$ cat config.mk
export PLATFORM = sky130hd
export DESIGN_NAME = adc_result_flags
export DESIGN_NICKNAME = d
export VERILOG_FILES = /design/src/rtl/adc_res_pkg.sv /design/src/rtl/adc_chan_slot.sv /design/src/rtl/adc_last_reg.sv /design/src/rtl/adc_result_flags.sv
export SDC_FILE = /design/constraint.sdc
export NUM_CORES = 1
export LEC_CHECK = 0
export CORE_MARGIN = 4
export CORE_UTILIZATION = 45
export CTS_BUF_LIST = sky130_fd_sc_hd__clkbuf_2 sky130_fd_sc_hd__clkbuf_4 sky130_fd_sc_hd__clkbuf_8
export DETAILED_ROUTE_END_ITERATION = 7
export MAX_ROUTING_LAYER = met4
export PLACE_DENSITY = 0.69
export SYNTH_ARGS = -nofsm -noshare
export SYNTH_HDL_FRONTEND = slang
export SYNTH_SLANG_ARGS = --single-unit
$ cat constraint.sdc
create_clock -name clk -period 1.2 [get_ports clk]
set_input_delay 0.12 -clock clk [delete_from_list [all_inputs] [get_ports clk]]
set_output_delay 0.12 -clock clk [all_outputs]
set_load 0.02 [all_outputs]
$ cat src/rtl/adc_res_pkg.sv
// Package: shared layout constants for the ADC result block.
// Assumes at most 8 channels so each flag group fits its byte lane.
package adc_res_pkg;
    localparam int STAT_W    = 32;
    localparam int EOC_LSB   = 0;
    localparam int OVRE_LSB  = 8;
    localparam int DRDY_BIT  = 16;
    localparam int GOVRE_BIT = 17;
endpackage

$ cat src/rtl/adc_chan_slot.sv
// Module: one channel's result register plus its completion and loss flags.
// Assumes load is already qualified by channel decode; set beats clear.
module adc_chan_slot #(
    parameter int DATA_W = 10
) (
    input  logic              clk,
    input  logic              rst_n,
    input  logic              load,
    input  logic              rd_clr,
    input  logic              stat_clr,
    input  logic [DATA_W-1:0] din,
    output logic [DATA_W-1:0] dout,
    output logic              done_flag,
    output logic              lost_flag
);
    // Purpose: capture the channel result on load.
    always_ff @(posedge clk) begin
        if (!rst_n)    dout <= '0;
        else if (load) dout <= din;
    end

    // Purpose: completion flag, set by load, cleared by channel read.
    always_ff @(posedge clk) begin
        if (!rst_n) done_flag <= 1'b0;
        else        done_flag <= load | (done_flag & ~rd_clr);
    end

    // Purpose: loss flag, set by load onto an unread result, cleared by status read.
    always_ff @(posedge clk) begin
        if (!rst_n) lost_flag <= 1'b0;
        else        lost_flag <= (load & done_flag) | (lost_flag & ~stat_clr);
    end

    assert_load_data_R1: assert property (@(posedge clk) disable iff (!rst_n)
        load |=> dout == $past(din));
    assert_done_set_R2: assert property (@(posedge clk) disable iff (!rst_n)
        load |=> done_flag);
    assert_done_clear_R2: assert property (@(posedge clk) disable iff (!rst_n)
        (rd_clr && !load) |=> !done_flag);
    assert_lost_set_R5: assert property (@(posedge clk) disable iff (!rst_n)
        (load && done_flag) |=> lost_flag);
    assert_lost_clear_R7: assert property (@(posedge clk) disable iff (!rst_n)
        (stat_clr && !(load && done_flag)) |=> !lost_flag);
    assert_done_kept_R7: assert property (@(posedge clk) disable iff (!rst_n)
        (stat_clr && !rd_clr && done_flag) |=> done_flag);
endmodule

$ cat src/rtl/adc_last_reg.sv
// Module: shared most-recent-result register with pending and lost-result flags.
// Assumes load pulses once per accepted conversion; set beats clear.
module adc_last_reg #(
    parameter int DATA_W = 10,
    parameter int CH_W   = 3
) (
    input  logic              clk,
    input  logic              rst_n,
    input  logic              load,
    input  logic [CH_W-1:0]   chan_in,
    input  logic [DATA_W-1:0] din,
    input  logic              rd_clr,
    input  logic              stat_clr,
    output logic [DATA_W-1:0] last_data,
    output logic [CH_W-1:0]   last_chan,
    output logic              pend_flag,
    output logic              glost_flag
);
    // Purpose: record result and source channel on every accepted conversion.
    always_ff @(posedge clk) begin
        if (!rst_n) begin
            last_data <= '0;
            last_chan <= '0;
        end else if (load) begin
            last_data <= din;
            last_chan <= chan_in;
        end
    end

    // Purpose: pending flag, set by any conversion, cleared by shared-register read.
    always_ff @(posedge clk) begin
        if (!rst_n) pend_flag <= 1'b0;
        else        pend_flag <= load | (pend_flag & ~rd_clr);
    end

    // Purpose: lost-result flag, set when pending data is overwritten.
    always_ff @(posedge clk) begin
        if (!rst_n) glost_flag <= 1'b0;
        else        glost_flag <= (load & pend_flag) | (glost_flag & ~stat_clr);
    end

    assert_last_load_R3: assert property (@(posedge clk) disable iff (!rst_n)
        load |=> (last_data == $past(din)) && (last_chan == $past(chan_in)));
    assert_pend_set_R4: assert property (@(posedge clk) disable iff (!rst_n)
        load |=> pend_flag);
    assert_pend_clear_R4: assert property (@(posedge clk) disable iff (!rst_n)
        (rd_clr && !load) |=> !pend_flag);
    assert_glost_set_R6: assert property (@(posedge clk) disable iff (!rst_n)
        (load && pend_flag) |=> glost_flag);
    assert_glost_clear_R7: assert property (@(posedge clk) disable iff (!rst_n)
        (stat_clr && !(load && pend_flag)) |=> !glost_flag);
endmodule

$ cat src/rtl/adc_result_flags.sv
// Module: top of the ADC result block. Decodes the conversion channel,
// keeps one slot per channel plus the shared register, and packs the status.
// Assumes CH_NUM <= 8; out-of-range conversion channels are ignored.
module adc_result_flags #(
    parameter int CH_NUM = 6,
    parameter int DATA_W = 10,
    parameter int CH_W   = 3
) (
    input  logic                          clk,
    input  logic                          rst_n,
    input  logic                          conv_valid,
    input  logic [CH_W-1:0]               conv_chan,
    input  logic [DATA_W-1:0]             conv_data,
    input  logic                          rd_chan_stb,
    input  logic [CH_W-1:0]               rd_chan_sel,
    input  logic                          rd_last_stb,
    input  logic                          rd_status_stb,
    output logic [DATA_W-1:0]             chan_data,
    output logic [DATA_W-1:0]             last_data,
    output logic [CH_W-1:0]               last_chan,
    output logic [adc_res_pkg::STAT_W-1:0] status_word
);
    import adc_res_pkg::*;

    logic              conv_ok;
    logic [CH_NUM-1:0] done_vec;
    logic [CH_NUM-1:0] lost_vec;
    logic [DATA_W-1:0] slot_data [CH_NUM];
    logic              pend_flag;
    logic              glost_flag;

    // Purpose: accept a conversion only for an existing channel.
    always_comb conv_ok = conv_valid && (int'(conv_chan) < CH_NUM);

    for (genvar i = 0; i < CH_NUM; i++) begin : g_slot
        adc_chan_slot #(.DATA_W(DATA_W)) u_slot (
            .clk       (clk),
            .rst_n     (rst_n),
            .load      (conv_ok && (conv_chan == CH_W'(i))),
            .rd_clr    (rd_chan_stb && (rd_chan_sel == CH_W'(i))),
            .stat_clr  (rd_status_stb),
            .din       (conv_data),
            .dout      (slot_data[i]),
            .done_flag (done_vec[i]),
            .lost_flag (lost_vec[i])
        );
    end

    adc_last_reg #(.DATA_W(DATA_W), .CH_W(CH_W)) u_last (
        .clk        (clk),
        .rst_n      (rst_n),
        .load       (conv_ok),
        .chan_in    (conv_chan),
        .din        (conv_data),
        .rd_clr     (rd_last_stb),
        .stat_clr   (rd_status_stb),
        .last_data  (last_data),
        .last_chan  (last_chan),
        .pend_flag  (pend_flag),
        .glost_flag (glost_flag)
    );

    // Purpose: route the selected channel register to the read port.
    always_comb begin
        chan_data = '0;
        for (int i = 0; i < CH_NUM; i++)
            if (rd_chan_sel == CH_W'(i)) chan_data = slot_data[i];
    end

    // Purpose: pack the current flags into the status word.
    always_comb begin
        status_word = '0;
        status_word[EOC_LSB  +: CH_NUM] = done_vec;
        status_word[OVRE_LSB +: CH_NUM] = lost_vec;
        status_word[DRDY_BIT]           = pend_flag;
        status_word[GOVRE_BIT]          = glost_flag;
    end

    assert_bad_chan_ignored_R10: assert property (@(posedge clk) disable iff (!rst_n)
        (conv_valid && int'(conv_chan) >= CH_NUM && !rd_chan_stb && !rd_last_stb
         && !rd_status_stb) |=> $stable(status_word) && $stable(last_data)
         && $stable(last_chan));
    assert_set_wins_R8: assert property (@(posedge clk) disable iff (!rst_n)
        (conv_ok && rd_last_stb) |=> status_word[DRDY_BIT]);
endmodule

==> run_results.csv <==
group,metric,value,unit
run_status,status,"finished with violations",
run_status,violations,"setup timing",
place,place_area,5140,um^2
finish,n_antenna_cell,0,
global_route,antenna_found_initial,0,
setup_path,critical_path_class,"flop to output pin",
min_path,hold_path_class,"primary input to flop",
logic_synthesis,synth_edf_count,0,
logic_synthesis,synthArstFlopShare,0,%
min_path,holdPathStages,3,
global_route,grt_pass1_vias,3741,
pwr,p_leak,2.29,nW
floorplan,fp.dieW,105,um
detailed_routing,drt-vias-per-instance,5.23,
setup_path,cp-endpoint,"chan_data[9]",
logic_synthesis,syn_avg_cell_area,8.28,um^2
logic_synthesis,ys_ff_latch,87,
logic_synthesis,synthMuxAreaShare,3.43,%
finish,fill_cells,798,
cts,cts_root_buf,"clkbuf_8",
setup_path,crit_path_max_incr_delay,0.31,ns
setup_path,critPathTopFamily,"compound AO/OA/AOI/OAI gates",
setup_path,cp-start-kind,"flop",
setup_path,reg2reg_depth,3,
cts,clk_pin_slew,0.08,ns
detailed_routing,routedWlPerCell,16.5,um
finish,drive_gt1_share,24.6,%
detailed_routing,vias,3727,
detailed_routing,initialDrtViolationCount,244,
logic_synthesis,yosysMostFrequentCell,"nand2_1",
floorplan,coreArea,9200,um^2
floorplan,ios,77,
finish,post-route-util,60.5,%
setup_path,crit_fanout,2,
setup_path,worstPathArrival,1.49,ns
sta,fmax,622,MHz
setup_path,cp.required,1.08,ns
logic_synthesis,synth-adder-area-share,0,%
logic_synthesis,synth_ff_type,"dfxtp_1",
finish,final_design_area_no_fill,5570,um^2
detailed_routing,antenna_left,0,
floorplan,start_util,46.0,%
logic_synthesis,netlist.top_cell.by_area,"dfxtp_1",
sta,period_needed,1.61,ns
setup_path,r2r_setup_slack,0.46,ns
global_route,grt_max_degree,45,
sta,skew,0.00651,ns
sta,tns,-3.70,ns
floorplan,dieArea,11000,um^2
setup_path,crit_start,"g_slot[0].u_slot.dout[9]",
pwr,peakVddDrop,0.928,mV
finish,nNetsFinal,620,
cts,clock-sinks,87,
sta,setup_viol,10,
cts,hold_buffers,0,
setup_path,path_depth,5,
cts,insertion_delay,0.36,ns
logic_synthesis,synth_top_family_by_area,"simple AND/OR/NAND/NOR gates",
floorplan,fp.dieH,105,um
sta,rsz0062_at_grt,"true",
setup_path,cp-end-kind,"output pin",
cts,cts_max_level,3,
logic_synthesis,synth-simple-area-share,25.1,%
logic_synthesis,netlist_instances,511,
logic_synthesis,ys_seq_area_share,41.2,%
global_route,grt_pass1_wl,18500,um
cts,cts_inserted_buffers,9,
setup_path,r2r_start,"g_slot[0].u_slot.lost_flag",
sta,final_max_slew_viol_count,0,
cts,cts.path.max_buffers,2,
detailed_routing,drt_wl_total,11800,um
global_route,grt_util_all_layers,21.7,%
floorplan,row_count,35,
sta,hold_viol,0,
detailed_routing,first_pass_iters,4,
logic_synthesis,yosysWarnings,0,
detailed_routing,drc,0,
place,place_congestion,0.861,
logic_synthesis,synth_area_leaders,"dfxtp_1, nand2_1, a21boi_0",
pwr,power_density,1110,nW/um^2
setup_path,critPathBufInv,1,
logic_synthesis,synthXorXnorAreaFrac,0,%
setup_path,crit_path_top_delay_cell,"dfxtp_1",
place,io_buffers,58,
logic_synthesis,yosys.area.top_type_share,41.2,%
setup_path,r2r-end,"g_slot[0].u_slot.lost_flag",
logic_synthesis,synth.distinct_cells,38,
logic_synthesis,ys_top_cells_by_count,"nand2_1, dfxtp_1, a21boi_0",
flow_run,cap_violations,0,
finish,area_growth,31.6,%
global_route,grt_overflow_total,0,
setup_path,path_cells,"and2b_1 -> o21bai_1 -> a21oi_1 -> o221a_2 -> buf_6",
logic_synthesis,synth-compound-area-share,20.4,%
logic_synthesis,synth_area,4230,um^2
sta,layout_setup_ws,-0.407,ns
cts,cts_tree,"done",
place,dpl.hpwl,7890,um
sta,finalCritPeriodShare,134,%
==> metal layers <==
metal	global-route usage (%)	up-vias	part of all wire [%]
li1	-	1816	-
met1	26.9	1752	42
met3	6.67	18	8.6
met2	35.0	141	48
met4	4.69	0	1.6
met5	-	-	0
==> layout make-up <==
type                    instances  area, um^2  area share (%)
clock buffers                  13         173            3.10
clock inverters                 2        38.8           0.697
inverters                       3        11.3           0.202
multi-input cells             374        2230            40.0
flip-flops and latches         87        1750            31.5
well taps                     111         139            2.50
repair buffers                123        1220            22.0
==> power breakdown <==
group	internal, mW	switching [mW]	leakage, nW	total [mW]
sequential	2.96	0.0427	0.711	3.01
clock	1.15	1.05	0.109	2.20
combinational	0.463	0.513	1.47	0.975
total	4.58	1.61	2.29	6.19
==> metrics by stage <==
stage / hold WS [ns] / cells / setup slack, ns / power, mW
final: 0.219 / 713 / -0.407 / 6.19
after global placement: 0.442 / 686 / -1.05 / 3.97
after floorplan: 0.255 / 528 / 0.0241 / 3.59
after global routing: 0.222 / 713 / -0.489 / 6.41
after CTS: 0.218 / 709 / -0.441 / 6.17
after detailed placement: 0.446 / 686 / -1.05 / 3.99
==> worst reg2reg max path, cell delays in order (launching register included) <==
cell and delay (ns):
dfxtp_1 0.32, nor2b_1 0.12, a21oi_1 0.13, nor2b_1 0.06
==> state kept, by name (all words and copies together), names as in the netlist <==
name,cells
u_last.pend_flag,1
g_slot.u_slot.lost_flag,6
u_last.glost_flag,1
u_last.last_chan,3
u_last.last_data,10
g_slot.u_slot.done_flag,6
g_slot.u_slot.dout,60
==> how the worst min path moves through the flow <==
stage,startpoint,end
3_3_place_gp,g_slot[1].u_slot.dout[0],g_slot[1].u_slot.dout[0]
4_1_cts,rst_n,u_last.last_chan[1]
3_5_place_dp,g_slot[1].u_slot.dout[0],g_slot[1].u_slot.dout[0]
5_1_grt,rst_n,g_slot[4].u_slot.done_flag
6_report,rst_n,u_last.last_chan[1]
2_1_floorplan,conv_data[9],g_slot[0].u_slot.dout[9]
==> layout by cell type (no fill, tap or decap), types with 3 or more instances in the layout <==
cell type and n:
nand3b_1 3, clkbuf_8 12, nor3b_4 3, a21boi_0 65
and2b_1 11, dfxtp_1 77, a21oi_1 11, nand2_1 151
buf_12 13, nor2b_1 21, a21oi_2 5, nor2_1 9
clkbuf_2 8, clkdlybuf4s15_1 10, mux2i_1 10, nand2_2 4
conb_1 18, buf_6 19, o21ai_0 3, dlygate4sd2_1 11
nand2b_1 3, a21boi_1 12, o221a_2 7, clkdlybuf4s50_1 13
buf_4 40, dfxtp_2 10, o21bai_2 6, buf_2 4
nand3_1 11
==> repair_timing <==
item | 4_1_cts | 5_1_grt
setup buffers | 8 | 2
pin swaps | 20 | 11
gates resized for setup | 131 | 45
endpoints found under the setup margin | 87 | 68
gates cloned | 0 | 2
==> cell families after synthesis <==
| group | Yosys count |
|---|---|
| compound gates | 117 |
| buf+inv | 67 |
| flops | 87 |
| mux | 12 |
| other cells | 1 |
| simple gates | 227 |
(Power assumes the default switching activity.)
